==> src/rtl/slp_pkg.sv <==
package slp_pkg;

    localparam int WAKE_N = 8;

    localparam int WK_ANY_IRQ   = 0;
    localparam int WK_ADC_DONE  = 1;
    localparam int WK_RESET     = 2;
    localparam int WK_SER_START = 3;
    localparam int WK_ASYNC_TMR = 4;
    localparam int WK_NVM_RDY   = 5;
    localparam int WK_PIN_LEVEL = 6;
    localparam int WK_PIN_CHG   = 7;

    typedef enum logic [1:0] {
        ST_RUN,
        ST_SLEEP,
        ST_SETTLE
    } slp_state_e;

    typedef enum logic [1:0] {
        SM_IDLE,
        SM_ADC_QUIET,
        SM_PWR_DOWN
    } slp_mode_e;

    function automatic slp_mode_e decode_mode(input logic [2:0] code);
        case (code)
            3'b001:  return SM_ADC_QUIET;
            3'b010:  return SM_PWR_DOWN;
            default: return SM_IDLE;
        endcase
    endfunction

    function automatic logic [WAKE_N-1:0] wake_mask(input slp_mode_e m);
        logic [WAKE_N-1:0] msk;
        msk = '0;
        case (m)
            SM_IDLE: msk = '1;
            SM_ADC_QUIET: begin
                msk = '1;
                msk[WK_ANY_IRQ] = 1'b0;
            end
            default: begin
                msk[WK_RESET]     = 1'b1;
                msk[WK_SER_START] = 1'b1;
                msk[WK_PIN_LEVEL] = 1'b1;
                msk[WK_PIN_CHG]   = 1'b1;
            end
        endcase
        return msk;
    endfunction

endpackage

==> src/rtl/slp_level_filter.sv <==
module slp_level_filter #(
    parameter int HOLD = 4
) (
    input  logic clk,
    input  logic rst_n,
    input  logic raw_i,
    output logic qual_o
);
    localparam int CW = (HOLD > 1) ? $clog2(HOLD) : 1;
    localparam logic [CW-1:0] TOP = CW'(HOLD - 1);

    logic [CW-1:0] run_d, run_q;

    always_comb begin
        run_d = '0;
        if (raw_i) begin
            run_d = (run_q >= TOP) ? run_q : run_q + 1'b1;
        end
        qual_o = raw_i && (run_q >= TOP);
    end

    always_ff @(posedge clk or negedge rst_n) begin
        if (!rst_n) begin
            run_q <= '0;
        end else begin
            run_q <= run_d;
        end
    end
endmodule

==> src/rtl/slp_bods_unlock.sv <==
module slp_bods_unlock #(
    parameter int WIN = 4
) (
    input  logic clk,
    input  logic rst_n,
    input  logic wr_i,
    input  logic unlock_i,
    input  logic val_i,
    output logic bods_o
);
    localparam int WW = $clog2(WIN + 1);

    typedef struct packed {
        logic [WW-1:0] win;
        logic          bods;
    } ulk_t;

    ulk_t s_d, s_q;

    always_comb begin
        s_d = s_q;
        if (wr_i) begin
            if (unlock_i) begin
                s_d.win = WW'(WIN);
            end else begin
                if (s_q.win != '0) begin
                    s_d.bods = val_i;
                end
                s_d.win = '0;
            end
        end else if (s_q.win != '0) begin
            s_d.win = s_q.win - 1'b1;
        end
    end

    always_ff @(posedge clk or negedge rst_n) begin
        if (!rst_n) begin
            s_q <= '0;
        end else begin
            s_q <= s_d;
        end
    end

    assign bods_o = s_q.bods;
endmodule

==> src/rtl/sleep_clkgate_ctrl.sv <==
module sleep_clkgate_ctrl
    import slp_pkg::*;
#(
    parameter int                BOD_SETTLE = 1200,
    parameter int                LEVEL_HOLD = 4,
    parameter int                UNLOCK_WIN = 4,
    parameter logic [WAKE_N-1:0] LEVEL_MASK = 8'b0100_0000
) (
    input  logic              clk,
    input  logic              rst_n,
    input  logic [2:0]        mode_i,
    input  logic              sleep_en_i,
    input  logic              sleep_strobe_i,
    input  logic              bods_wr_i,
    input  logic              bods_unlock_i,
    input  logic              bods_val_i,
    input  logic              adc_enabled_i,
    input  logic [WAKE_N-1:0] wake_req_i,
    output logic              clk_en_cpu_o,
    output logic              clk_en_flash_o,
    output logic              clk_en_io_o,
    output logic              clk_en_adc_o,
    output logic              bod_en_o,
    output logic              adc_start_o,
    output logic              asleep_o,
    output logic              bod_sleep_o
);
    localparam int SW = (BOD_SETTLE > 1) ? $clog2(BOD_SETTLE) : 1;
    localparam logic [SW-1:0] SETTLE_LAST = SW'(BOD_SETTLE - 1);

    typedef struct packed {
        slp_state_e    state;
        slp_mode_e     mode;
        logic          bod_off;
        logic [SW-1:0] cnt;
        logic          adc_go;
    } ctl_t;

    ctl_t c_d, c_q;
    logic [WAKE_N-1:0] wake_ok;
    logic              bods_bit;
    slp_mode_e         req_mode;

    for (genvar i = 0; i < WAKE_N; i++) begin : g_wake
        if (LEVEL_MASK[i]) begin : g_lvl
            slp_level_filter #(.HOLD(LEVEL_HOLD)) u_flt (
                .clk    (clk),
                .rst_n  (rst_n),
                .raw_i  (wake_req_i[i]),
                .qual_o (wake_ok[i])
            );
        end else begin : g_edge
            assign wake_ok[i] = wake_req_i[i];
        end
    end

    slp_bods_unlock #(.WIN(UNLOCK_WIN)) u_ulk (
        .clk      (clk),
        .rst_n    (rst_n),
        .wr_i     (bods_wr_i),
        .unlock_i (bods_unlock_i),
        .val_i    (bods_val_i),
        .bods_o   (bods_bit)
    );

    assign req_mode = decode_mode(mode_i);

    always_comb begin
        c_d        = c_q;
        c_d.adc_go = 1'b0;
        case (c_q.state)
            ST_RUN: begin
                if (sleep_strobe_i && sleep_en_i) begin
                    c_d.state   = ST_SLEEP;
                    c_d.mode    = req_mode;
                    c_d.bod_off = bods_bit;
                    c_d.adc_go  = adc_enabled_i && (req_mode != SM_PWR_DOWN);
                end
            end
            ST_SLEEP: begin
                if (|(wake_ok & wake_mask(c_q.mode))) begin
                    if (c_q.bod_off) begin
                        c_d.state = ST_SETTLE;
                        c_d.cnt   = SETTLE_LAST;
                    end else begin
                        c_d.state = ST_RUN;
                    end
                end
            end
            default: begin
                if (c_q.cnt == '0) begin
                    c_d.state = ST_RUN;
                end else begin
                    c_d.cnt = c_q.cnt - 1'b1;
                end
            end
        endcase
    end

    always_ff @(posedge clk or negedge rst_n) begin
        if (!rst_n) begin
            c_q <= '{state: ST_RUN, mode: SM_IDLE, bod_off: 1'b0, cnt: '0, adc_go: 1'b0};
        end else begin
            c_q <= c_d;
        end
    end

    always_comb begin
        clk_en_cpu_o   = (c_q.state == ST_RUN);
        clk_en_flash_o = (c_q.state == ST_RUN);
        clk_en_io_o    = (c_q.state == ST_RUN) || (c_q.mode == SM_IDLE);
        clk_en_adc_o   = (c_q.state == ST_RUN) || (c_q.mode != SM_PWR_DOWN);
        bod_en_o       = !((c_q.state == ST_SLEEP) && c_q.bod_off);
        adc_start_o    = c_q.adc_go;
        asleep_o       = (c_q.state != ST_RUN);
        bod_sleep_o    = bods_bit;
    end
endmodule

==> config.mk <==
export PLATFORM = sky130hd
export DESIGN_NAME = sleep_clkgate_ctrl
export DESIGN_NICKNAME = d
export VERILOG_FILES = /design/src/rtl/slp_pkg.sv /design/src/rtl/slp_level_filter.sv /design/src/rtl/slp_bods_unlock.sv /design/src/rtl/sleep_clkgate_ctrl.sv
export SDC_FILE = /design/constraint.sdc
export NUM_CORES = 1
export LEC_CHECK = 0
export BUFFER_PORTS_ARGS = -buffer_cell sky130_fd_sc_hd__buf_2
export CAP_MARGIN = 25
export CORE_MARGIN = 1.5
export CORE_UTILIZATION = 40
export CTS_CLUSTER_SIZE = 8
export DETAILED_ROUTE_END_ITERATION = 8
export HOLD_SLACK_MARGIN = 0.06
export PLACE_DENSITY = 0.7
export SLEW_MARGIN = 10
export SYNTH_ARGS = -nofsm -noshare
export SYNTH_HDL_FRONTEND = slang
export SYNTH_HIERARCHICAL = 1
export SYNTH_SLANG_ARGS = --single-unit
==> constraint.sdc <==
create_clock -name clk -period 1.88 [get_ports clk]
set_input_delay 0.282 -clock clk [delete_from_list [all_inputs] [get_ports clk]]
set_output_delay 0.282 -clock clk [all_outputs]
set_load 0.02 [all_outputs]
# == Word level (Yosys, flattened, before mapping) ==
# Index checks and enable logic that the tools add are counted.
# totals
regBits,23
inputBits,19
out_inout_bits,8
word_cells,68
# classes
add_sub_neg,3
magnitude_cmp,1
eq_ne,11
n_mux,22
bitwise,3
reduce_logical,20
# op_table
cell,count
$mux 11,3
$pmux 11 s2,1
$mux 2,9
$pmux 2 s2,3
$logic_not 11->1,1
$sub 11x1->11 const B,1
$ne 2x2->1 const B,5
$mux 3,3
$and 8x8->8,1
$reduce_or 8->1,1
$reduce_and 3->1,2
$reduce_bool 3->1,2
$mux 5,1
$eq 2x1->1 const B,2
$logic_and 1x1->1,4
$logic_not 2->1,2
$ne 2x1->1 const B,2
$reduce_and 4->1,1
$reduce_bool 2->1,2
$eq 3x1->1 const B,1
$eq 3x2->1 const B,1
$sub 3x1->3 const B,1
$add 2x1->2 const B,1
$ge 2x2->1 const B,1
other kinds (6),9

# == Depth between registers and ports, before layout ==
# Gate-level depths: netlist of run 1.
# logic_depth
ltp_word,8
mapped_depth,7

# == Cells and area by module ==
# The synthesis of run 1 kept the hierarchy.
# by_module_without_submodules
module,instances,cells_per_inst,area_each_um2,seq_area_each_um2
sleep_clkgate_ctrl,1,98,954.7,425.4
slp_bods_unlock,1,20,224.0,100.1
slp_level_filter,1,8,101.3,50.0

# == Worst setup path after synthesis of run 1 ==
# No wires, ideal clock.
# synth_path
kind,register to output
from,reg c_q[16] (netlist name)
to,out clk_en_io_o
arrival_time_ps,1437
required_ps,1598
setup_slack_ps,161
stages_incl_launch_ff,4
path_buffers,0
path_cell_list,dfrtp_1 > nor2_1 > inv_1 > o21ai_0
# synth_via
elab_chain_len,2
# synth_rtl
element,line_no,source
from (decl),sleep_clkgate_ctrl.sv:39,"ctl_t c_d, c_q;"
from (signal assigned),sleep_clkgate_ctrl.sv:102,"c_q <= '{state: ST_RUN, mode: SM_IDLE, bod_off: 1'b0, cnt: '0, adc_go: 1'b0};"
$logic_not 2->1,-,
named net clk_en_cpu_o,sleep_clkgate_ctrl.sv:19,"output logic clk_en_cpu_o,"
$logic_or 1x1->1,sleep_clkgate_ctrl.sv:111,clk_en_io_o = (c_q.state == ST_RUN) || (c_q.mode == SM_IDLE);
to (decl),sleep_clkgate_ctrl.sv:21,"output logic clk_en_io_o,"
# The timed path passes the listed nets, and every way through them passes these cells.

# == Worst setup path after layout of run 1 ==
# layout_path
from,reg c_q[2] (netlist name)
to,reg c_q[10] (netlist name)
# layout_via
elab_chain_len,3
word_cells_on_any_way,6
classes_between,1 x add/sub; 1 x eq/ne; 2 x mux; 2 x reduce/logical
# layout_rtl
element,line_no
$sub 11x1->11 / $logic_not 11->1 (equally long branches),"sleep_clkgate_ctrl.sv:94, sleep_clkgate_ctrl.sv:91"
$mux 11 / $ne 2x1->1 (equally long branches),-
$pmux 11 s2 / $reduce_and 4->1 (equally long branches),-
# Parallel ways exist; a longest one is shown, timed or not. The select of a mux whose other input is x is not followed.
# A chain may end at the register's enable or synchronous reset.

==> impl_results.md, run 1 <==
- RR Endpoint: c_q[10]
- Avg WL per Cell: 14.2 µm
- Reg2Reg Launch Point: c_q[2]
- Initial antenna violation count: 0
- Die width: just under 60 µm
- Reg area: 576 µm²
- Sequential area share after synthesis: roughly 45%
- Total die area: between 3000 and 4000 µm²
- Largest delay share family, worst path: compound AO/OA/AOI/OAI gates
- Crit path to: c_q[10]
- Clk pwr share: a little over a tenth
- First-pass GRT wire length: 4.73 mm
- Cell taking the most area after synthesis: dfrtp_1
- Number of DRC markers in iteration 0: 35
- WL final: just under 3 mm
- Clk_skew: roughly 0.0013 ns
- Status: finished clean
- Switching portion of total power: a little over two fifths
- Crit path buffers/inverters: 1
- Worst rel slew slack: about three fifths
- F_max: between 500 and 600 MHz
- #FFs+latches synth: 23
- CP max FO: 5
- Gr usage total: between 10% and 20%
- Core Rows: 20
- Initial Util: a little over two fifths
- Total of max-cap violations: 0
- CTS Buffer Depth: 2
- Pleak: about 0.70 nW
- CP Depth: 7
- DP Worst Slack: 0.0957 ns
- Die height: 59.6 µm
- Largest net degree at the start of global routing: 24
- Via density: roughly 5.3
- Share of the synthesized area in the top cell type: approximately 45%
- Ys async rst share: 100%
- Post-DP HPWL: 2.08 mm
- Kind of critical path: flip-flop to flip-flop
- Mapped cell area: around 1300 µm²
- Fillers: around 300
- Setup violators final: 0
- Ys Warns: 6
- Register share of total power: between 40% and 50%
- Max IR drop VDD: 0.721 mV
- Via Count: about 1100
- Number of flops mapped to enable cells by yosys: 0
- Overflow after GRT: 0
- First-pass detailed-route iteration total: 5
- Crit path largest cell delay: between 0.4 and 0.5 ns
- Flop2flop setup slack: 0.06 ns
- Mapped Avg Cell Area: 10.2 µm²
- Worst-path clk slew: ~0.12 ns
- Util after Layout: 50.7%
- Num CTS Buffers: 3
- CTS sink count: 23
- Top cells by area, synth: dfrtp_1 (45%), o21ai_0 (4.3%), ha_1 (3.9%)
- CORE AREA: between 3000 and 4000 µm²
- Placer's final routability congestion estimate: 0.874
- IO Port Bufs: 26
- Ports: 27
- Critical Path Source Type: flip-flop
- CP Capture Type: flip-flop
- Synth top cells by count: dfrtp_1 (23), inv_1 (12), o21ai_0 (11)
- Start point of the critical path: c_q[2]
- Switching pwr: 948 µW
- Share of post-route cells with drive strength above 1: roughly a third
- Nets: 184
- Ordered list of cells on the worst path: inv_1 > ha_1 > nor3b_4 > and2_4 > a41oi_4 > nand2_2 > a21o_2
- Htree depth: 1
- Worst hold path class: primary input to flip-flop
- DRC Markers: 0
- Final slew viol count: 0
- Syn nets: roughly 150
- Length in cells of the worst reg-to-reg path: 7
- Clk Latency, worst-skew pair: 0.31 ns
- Data required, critical path: around 2.1 ns
- ANT cells: 0
- Most numerous cell in the Yosys netlist: dfrtp_1
- CTS tree: yes
- Post-synth cell types: 44
- Layout Area Growth over Synthesis: 21.0%
- CP max stage cell: dfrtp_1
- Main synth FF type: dfrtp_1
- Comb power frac: between 40% and 50%
- PwrDens: about 1400 nW/µm²
- Routed Antenna Nets: 0
- Pint: roughly 1.2 mW
- Min Tclk post-route: around 1.8 ns
- RSZ-0062 raised after global routing: true
- Setup slack after layout: roughly 0.057 ns
- Final worst path period share: around 97%
- Final Hold Viols: 0
- Vias in the first global route: 1070
- Worst-Margin Slew: 0.612 ns
- Critical Path AT: around 2.0 ns
- Clock Tree Root: clkbuf_4
- Dpl cells: approximately 200
- Area of the multi-input gates: approximately 700 µm²
- Mapped Cells: 126
- Fin cells: 204
[layout make-up]
cell class | instances | area share (%)
Multi-Input combinational cell | 91 | 44.1
Sequential cell | 23 | 37.2
Timing Repair Buffer | 30 | 10.5
Tap cell | 44 | 3.55
Inverter | 12 | 2.91
Clock buffer | 3 | 1.45
Clock inverter | 1 | 0.323
[through the flow]
stage | hold slack [ns] | setup TNS, ns | power [mW] | area (µm²)
floorplan | -0.0136 | 0 | 1.60 | 1280
global placement | 0.278 | 0 | 1.84 | 1470
detailed placement | 0.289 | 0 | 1.90 | 1470
CTS | 0.167 | 0 | 2.13 | 1510
global route | 0.151 | -0.0534 | 2.34 | 1550
finish | 0.171 | 0 | 2.18 | 1550
[kinds of logic after synthesis]
family,Yosys count,share of synthesized area [%]
buf+inv,13,4.11
flops,23,45.0
mux,3,2.83
simple gates,44,20.8
fa+ha+maj,4,3.91
xor+xnor,2,1.37
compound gates,37,22.0
[how the worst min path moves through the flow]
stage          slack [ns]  depth (start not counted)  startpoint            to
2_1_floorplan       -0.01                          0       rst_n   adc_start_o
3_3_place_gp         0.28                          1       rst_n   adc_start_o
3_5_place_dp         0.29                          1       rst_n       c_q[11]
4_1_cts              0.17                          2   bods_wr_i  u_ulk/s_q[1]
5_1_grt              0.15                          2   bods_wr_i  u_ulk/s_q[1]
6_report             0.17                          2   bods_wr_i  u_ulk/s_q[1]
[power by group through the flow]
stage	Clock (mW)	Combinational, mW	Sequential (mW)
final	0.225	1.00	0.947
after global routing	0.258	1.11	0.976
after CTS	0.236	0.966	0.930
after detailed placement	0	0.958	0.942
after global placement	0	0.909	0.930
after floorplan	0	0.695	0.907
[metal layers]
metal  track usage (%)  vias to the layer above  wire [µm]
met5                 0                        -          0
met4              4.44                        0         19
met3              5.02                        2        121
met2              31.2                       29       1570
met1              21.5                      533       1190
li1                  -                      522          -
[registers in the layout, indices dropped and copies added (netlist names)]
signal,cells
c_q,16
u_ulk/s_q,3
g_wake.g_lvl.u_flt/run_q,2
adc_start_o,1
u_ulk/bods_o,1
[placed cells by master, fill, tap and decap left out, types with 3 or more instances in the layout]
cell and count:
buf_2 26, nor2_1 9, ha_1 4, nand3_1 4, a21oi_1 4, nor2b_1 3
inv_1 12, a31oi_1 5, o21ai_0 11, nand2_1 10, clkbuf_4 3, dfrtp_1 23
buf_4 3
[what timing repair did]
item	in CTS	in global routing
setup buffers	0	1
hold endpoints to repair	23	0
gates resized for setup	0	4
endpoints found under the setup margin	0	7
hold buffers	1	0
Note: power is estimated with default switching activity, not from simulation.
==> run 2, diff against run 1 <==
Settings changed: BUFFER_PORTS_ARGS -buffer_cell sky130_fd_sc_hd__buf_2 to default, CORE_UTILIZATION 40 to 45, DONT_BUFFER_PORTS from default to 1, PLACE_DENSITY 0.7 to 0.68.
==> run 2 against run 1 <==
Final cell count is 17% lower; worst setup slack better by 0.034 ns; highest routed layer unchanged; fmax is 1.9% higher; largest cell class unchanged; final area is 6.4% lower; non-clock buffer count is 20 lower; die area is 11% lower; critical path depth stayed put; clock skew hardly changed; worst hold slack worse by 0.073 ns; combinational power is 7% lower.
==> impl_results.md, run 2 (synthesis results as in run 1) <==
- CORE AREA: around 2700 µm²
- Final Hold Viols: 0
- Htree depth: 1
- Kind of critical path: flip-flop to flip-flop
- Clk Latency, worst-skew pair: 0.30 ns
- Reg area: around 580 µm²
- Commonest non-fill, non-tap cell in the layout: dfrtp_1
- Total Neg Setup Slack: 0 ns
- Initial antenna violation count: 0
- Total of max-cap violations: 0
- Core Rows: 19
- Min Tclk post-route: about 1.8 ns
- Placer's final routability congestion estimate: 0.861
- Fillers: 234
- Post-Layout Inst Area: 1450 µm²
- Die height: approximately 56 µm
- Gr usage total: 17.3%
- Vias in the first global route: roughly 970
- Share of post-route cells with drive strength above 1: between 20% and 30%
- Routed Antenna Nets: 0
- Nets: ~160
- Flop2flop setup slack: between 0.09 and 0.1 ns
- PwrDens: about 1500 nW/µm²
- Num CTS Buffers: 3
- Number of DRC markers in iteration 0: 10
- CP Capture Type: flip-flop
- Worst hold slack: roughly 0.098 ns
- Area of the multi-input gates: roughly 670 µm²
- CTS sink count: 23
- Critical Path AT: roughly 2 ns
- Post-DP HPWL: 1.86 mm
- Reg2Reg Launch Point: c_q[2]
- Overflow after GRT: 0
- Final slew viol count: 0
- Final worst path period share: 95.1%
- Met1 Use GR: 21.4%
- GRT met2 Usage: 28.2%
- F_max: around 560 MHz
- Via Count: 986
- Initial Util: a little under half
- Most frequent cells in the layout: dfrtp_1 (23), inv_1 (12), o21ai_0 (11)
- RR Endpoint: c_q[7]
- Worst-Margin Slew: approximately 0.5 ns
- Worst-path clk slew: approximately 0.11 ns
- CP max FO: 10
- Start point of the critical path: c_q[2]
- Via density: around 5.8
- DRC Markers: 0
- Crit path largest cell delay: between 0.4 and 0.5 ns
- ANT cells: 0
- Setup violators final: 0
- Clk_skew: about 0.0011 ns
- Met3 usage: under 10%
- Status: finished clean
- CTS tree: yes
- Largest registers: c_q: 16 flops, u_ulk/s_q: 3 flops, g_wake.g_lvl.u_flt/run_q: 2 flops
- WL final: around 2.5 mm
- Area post-placement: 1350 µm²
- First-pass GRT wire length: approximately 4.2 mm
- Worst rel slew slack: about 65%
- First-pass detailed-route iteration total: 3
- Largest register FFs: 16
- CTS Buffer Depth: 2
- Data required, critical path: between 2 and 2.5 ns
- Pleak: a little over 0.6 nW
- Avg WL per Cell: roughly 14 µm
- Clock Tree Root: clkbuf_4
- Largest net degree at the start of global routing: 24
- Total die area: 3170 µm²
- IO Port Bufs: 0
- Critical Path Source Type: flip-flop
- Ports: 27
- Length in cells of the worst reg-to-reg path: 7
- Worst hold path class: primary input to flip-flop
- Max IR drop VDD: around 0.99 mV
- Layout Area Growth over Synthesis: 13.3%
- Setup slack after layout: ~0.091 ns
- Hold Path Stages: 2
- Busiest grt layer: met2
- Top reg by flops: c_q
- Crit path to: c_q[7]
- DP Worst Slack: 0.0715 ns
- Final Power: between 2 and 2.5 mW
- CP max stage cell: dfrtp_1
- Die width: between 50 and 60 µm
- Ordered list of cells on the worst path: inv_1 > ha_1 > nor3b_4 > and2_4 > a41oi_4 > nand2_4 > a21o_2
## run 2: cell types whose count changed in the layout (fill, tap and decap cells not counted)
cell	previous run	this run
nor2_1	9	8
nor2_2	0	1
clkinv_2	1	0
o311ai_1	0	1
nor2b_2	1	2
clkbuf_1	0	1
nand2_2	1	0
buf_2	26	0
dlygate4sd3_1	1	3
nor2b_1	3	2
buf_4	3	6
buf_8	0	1
o311ai_2	1	0
## run 2: layout make-up
| type | count | area share, % |
|---|---|---|
| Timing Repair Buffer | 10 | 6.21 |
| Clock buffer | 4 | 1.81 |
| Multi-Input combinational cell | 90 | 46.5 |
| Inverter | 12 | 3.11 |
| Tap cell | 31 | 2.67 |
| Sequential cell | 23 | 39.7 |
## run 2: stage by stage
step | std cells | utilization [%]
final | 170 | 53.0
after global routing | 170 | 53.0
after floorplan | 126 | -
after detailed placement | 161 | 49.3
after global placement | 161 | 49.3
after CTS | 167 | 51.0
## run 2: worst min path at each step
stage	to	start	slack, ns
floorplan	adc_start_o	rst_n	-0.01
global placement	c_q[8]	rst_n	-0.01
detailed placement	c_q[9]	rst_n	-0.01
CTS	adc_start_o	adc_enabled_i	0.07
global route	g_wake[6].g_lvl.u_flt/run_q[0]	wake_req_i[6]	0.08
finish	c_q[13]	mode_i[0]	0.1
## run 2: report_power, final
| part | internal (mW) | switching, mW | total (mW) |
|---|---|---|---|
| clock network | 0.0828 | 0.136 | 0.219 |
| registers | 0.693 | 0.263 | 0.956 |
| logic | 0.438 | 0.495 | 0.933 |
## run 2: what timing repair did
action / CTS / global route
setup buffers: 0 / 1
hold buffers: 2 / 1
endpoints found under the hold margin: 26 / 1
endpoints found under the setup margin: 0 / 9
resized for setup: 0 / 5
## run 2: critical path, delay by kind of cell, from the launching register on
kind / cells / cell delay, ns
flops: 1 / 0.41
fa+ha+maj: 1 / 0.22
buf+inv: 1 / 0.08
simple gates: 3 / 0.48
compound gates: 2 / 0.51
## run 2: layer usage
layer	vias up	wire length, µm
met1	467	1120
met4	0	75
met5	-	0
met2	31	1130
li1	481	-
met3	7	121
==> run 3, diff against run 2 <==
==> constraint.sdc (replaced) <==
create_clock -name clk -period 1.88 [get_ports clk]
set_input_delay 0 -clock clk [delete_from_list [all_inputs] [get_ports clk]]
set_output_delay 0 -clock clk [all_outputs]
set_load 0.02 [all_outputs]
==> run 3 against run 2 <==
Clock skew up 0.0019 ns; worst hold slack gained 0.016 ns; sequential power down 0.6%; flip-flop and latch count is the same; via count grew 7.9%; final area increased by 11%; core utilization is 5.6 points higher; sequential share of layout area is 3.7 points lower; combinational power rose by 6.1%; largest cell class unchanged; highest routed layer unchanged; largest power group is now combinational cells; die area unchanged; clock-buffer cell count decreased by 1; critical path type unchanged.
==> impl_results.md, run 3 (synthesis results as in run 1) <==
- Top reg by flops: c_q
- Total of max-cap violations: 0
- Final slew viol count: 0
- First-pass detailed-route iteration total: 4
- Min Tclk post-route: approximately 1.8 ns
- Clock Tree Root: clkbuf_4
- Worst rel slew slack: about two thirds
- Setup violators final: 0
- DRC Markers: 0
- Area of the multi-input gates: 663 µm²
- Met1 Use GR: between 20% and 30%
- CORE AREA: about 2700 µm²
- Avg WL per Cell: 14.7 µm
- Post-Layout Inst Area: 1600 µm²
- Htree depth: 1
- Kind of critical path: flip-flop to flip-flop
- Largest net degree at the start of global routing: 24
- Clk_skew: between 0.002 and 0.003 ns
- Die height: 56.3 µm
- Reg area: 577 µm²
- RSZ-0062 raised after global routing: false
- Max IR drop VDD: about 1.0 mV
- First-pass GRT wire length: roughly 4.8 mm
- Pleak: 0.675 nW
- Critical Path AT: 2.02 ns
- Met3 usage: between 3 and 4%
- Core Rows: 19
- Fillers: 210
- Nets: about 180
- IO Port Bufs: 0
- ANT cells: 0
- Worst hold path class: primary input to flip-flop
- Ports: 27
- Die width: 56.3 µm
- Reg2Reg Launch Point: c_q[2]
- WL final: 2.73 mm
- CTS Buffer Depth: 2
- Post-DP HPWL: about 1.8 mm
- Initial Util: between 40 and 50%
- Flop2flop setup slack: 0.09 ns
- CTS tree: yes
- Largest registers: c_q: 16 flops, u_ulk/s_q: 3 flops, g_wake.g_lvl.u_flt/run_q: 2 flops
- CP max FO: 10
- Data required, critical path: 2.11 ns
- Most frequent cells in the layout: dfrtp_1 (22), dlygate4sd3_1 (19), inv_1 (12)
- Final worst path period share: 95.0%
- CP Capture Type: flip-flop
- Final Power: roughly 2.2 mW
- Total Neg Setup Slack: 0 ns
- Vias in the first global route: around 1100
- Share of post-route cells with drive strength above 1: a little over a fifth
- Via Count: roughly 1100
- Overflow after GRT: 0
- Worst-path clk slew: about 0.14 ns
- CTS sink count: 23
- Total die area: between 3000 and 4000 µm²
- Critical Path Source Type: flip-flop
- Length in cells of the worst reg-to-reg path: 7
- F_max: between 500 and 600 MHz
- Hold Path Stages: 4
- PwrDens: about 1400 nW/µm²
- Busiest grt layer: met2
- Min-delay src: wake_req_i[6]
- Worst Hold Path EP: c_q[15]
- Gr usage total: about a fifth
- Routed Antenna Nets: 0
- Number of DRC markers in iteration 0: 26
- Status: finished clean
- Worst-Margin Slew: 0.468 ns
- RR Endpoint: c_q[7]
- Final Hold Viols: 0
- Num CTS Buffers: 3
- Layout Area Growth over Synthesis: 25.3%
- Area post-placement: about 1300 µm²
- Placer's final routability congestion estimate: ~0.84
- Initial antenna violation count: 0
- Commonest non-fill, non-tap cell in the layout: dfrtp_1
- Clk Latency, worst-skew pair: between 0.3 and 0.4 ns
- Via density: 5.72
- GRT met2 Usage: a little under a third
- Largest register FFs: 16
[run 3: changes by cell type in the layout (fill, tap and decap cells not counted), sizes merged]
cell	change
dlygate4sd3	+16
clkbuf	-1
clkinvlp	+1
[run 3: cell type report]
cell class	count	area share [%]
multi-input combinational	90	41.3
sequential	23	36.0
timing repair buffer	26	15.6
inverter	12	2.81
tap	31	2.42
clock buffer	3	1.40
clock inverter	1	0.468
[run 3: worst max path at each step]
stage,to,slack (ns),depth (start not counted),startpoint
after floorplan,c_q[10],0.24,7,c_q[1]
after global placement,c_q[9],0.15,6,g_wake[6].g_lvl.u_flt/run_q[0]
after detailed placement,c_q[9],0.06,6,g_wake[6].g_lvl.u_flt/run_q[0]
after CTS,c_q[9],0.02,6,g_wake[6].g_lvl.u_flt/run_q[0]
after global routing,c_q[3],0.009,7,c_q[2]
final,c_q[7],0.09,7,c_q[2]
[run 3: repair_timing]
item,4_1_cts,5_1_grt
resized for setup,0,3
setup endpoints to repair,0,14
buffers inserted,0,1
hold endpoints to repair,34,7
hold buffers,18,1
[run 3: report_power, final]
part	switching, mW	total, mW	internal (mW)
registers	0.255	0.950	0.695
clock network	0.166	0.247	0.0815
logic	0.509	0.990	0.481
total	0.929	2.19	1.26
[run 3: critical path, stage by stage, from the launching register on]
cell,delay [ns]
dfrtp_1,0.41
inv_1,0.07
ha_1,0.21
nor3b_2,0.18
and2_4,0.16
a41oi_4,0.29
nand2_4,0.14
a21o_2,0.23
[run 3: through the flow]
stage | util, % | instances | worst slack [ns] | hold slack, ns
after floorplan | - | 126 | 0.240 | -0.296
after global placement | 49.3 | 161 | 0.146 | -0.295
after detailed placement | 49.3 | 161 | 0.0632 | -0.295
after CTS | 57.0 | 183 | 0.0223 | 0.102
after global routing | 58.7 | 186 | 0.00934 | 0.113
final | 58.7 | 186 | 0.0942 | 0.114
[run 3: metal layers]
metal  vias up  wire [µm]
met5         -          0
met4         0         57
met3         7        147
met2        35       1270
met1       515       1260
li1        507          -
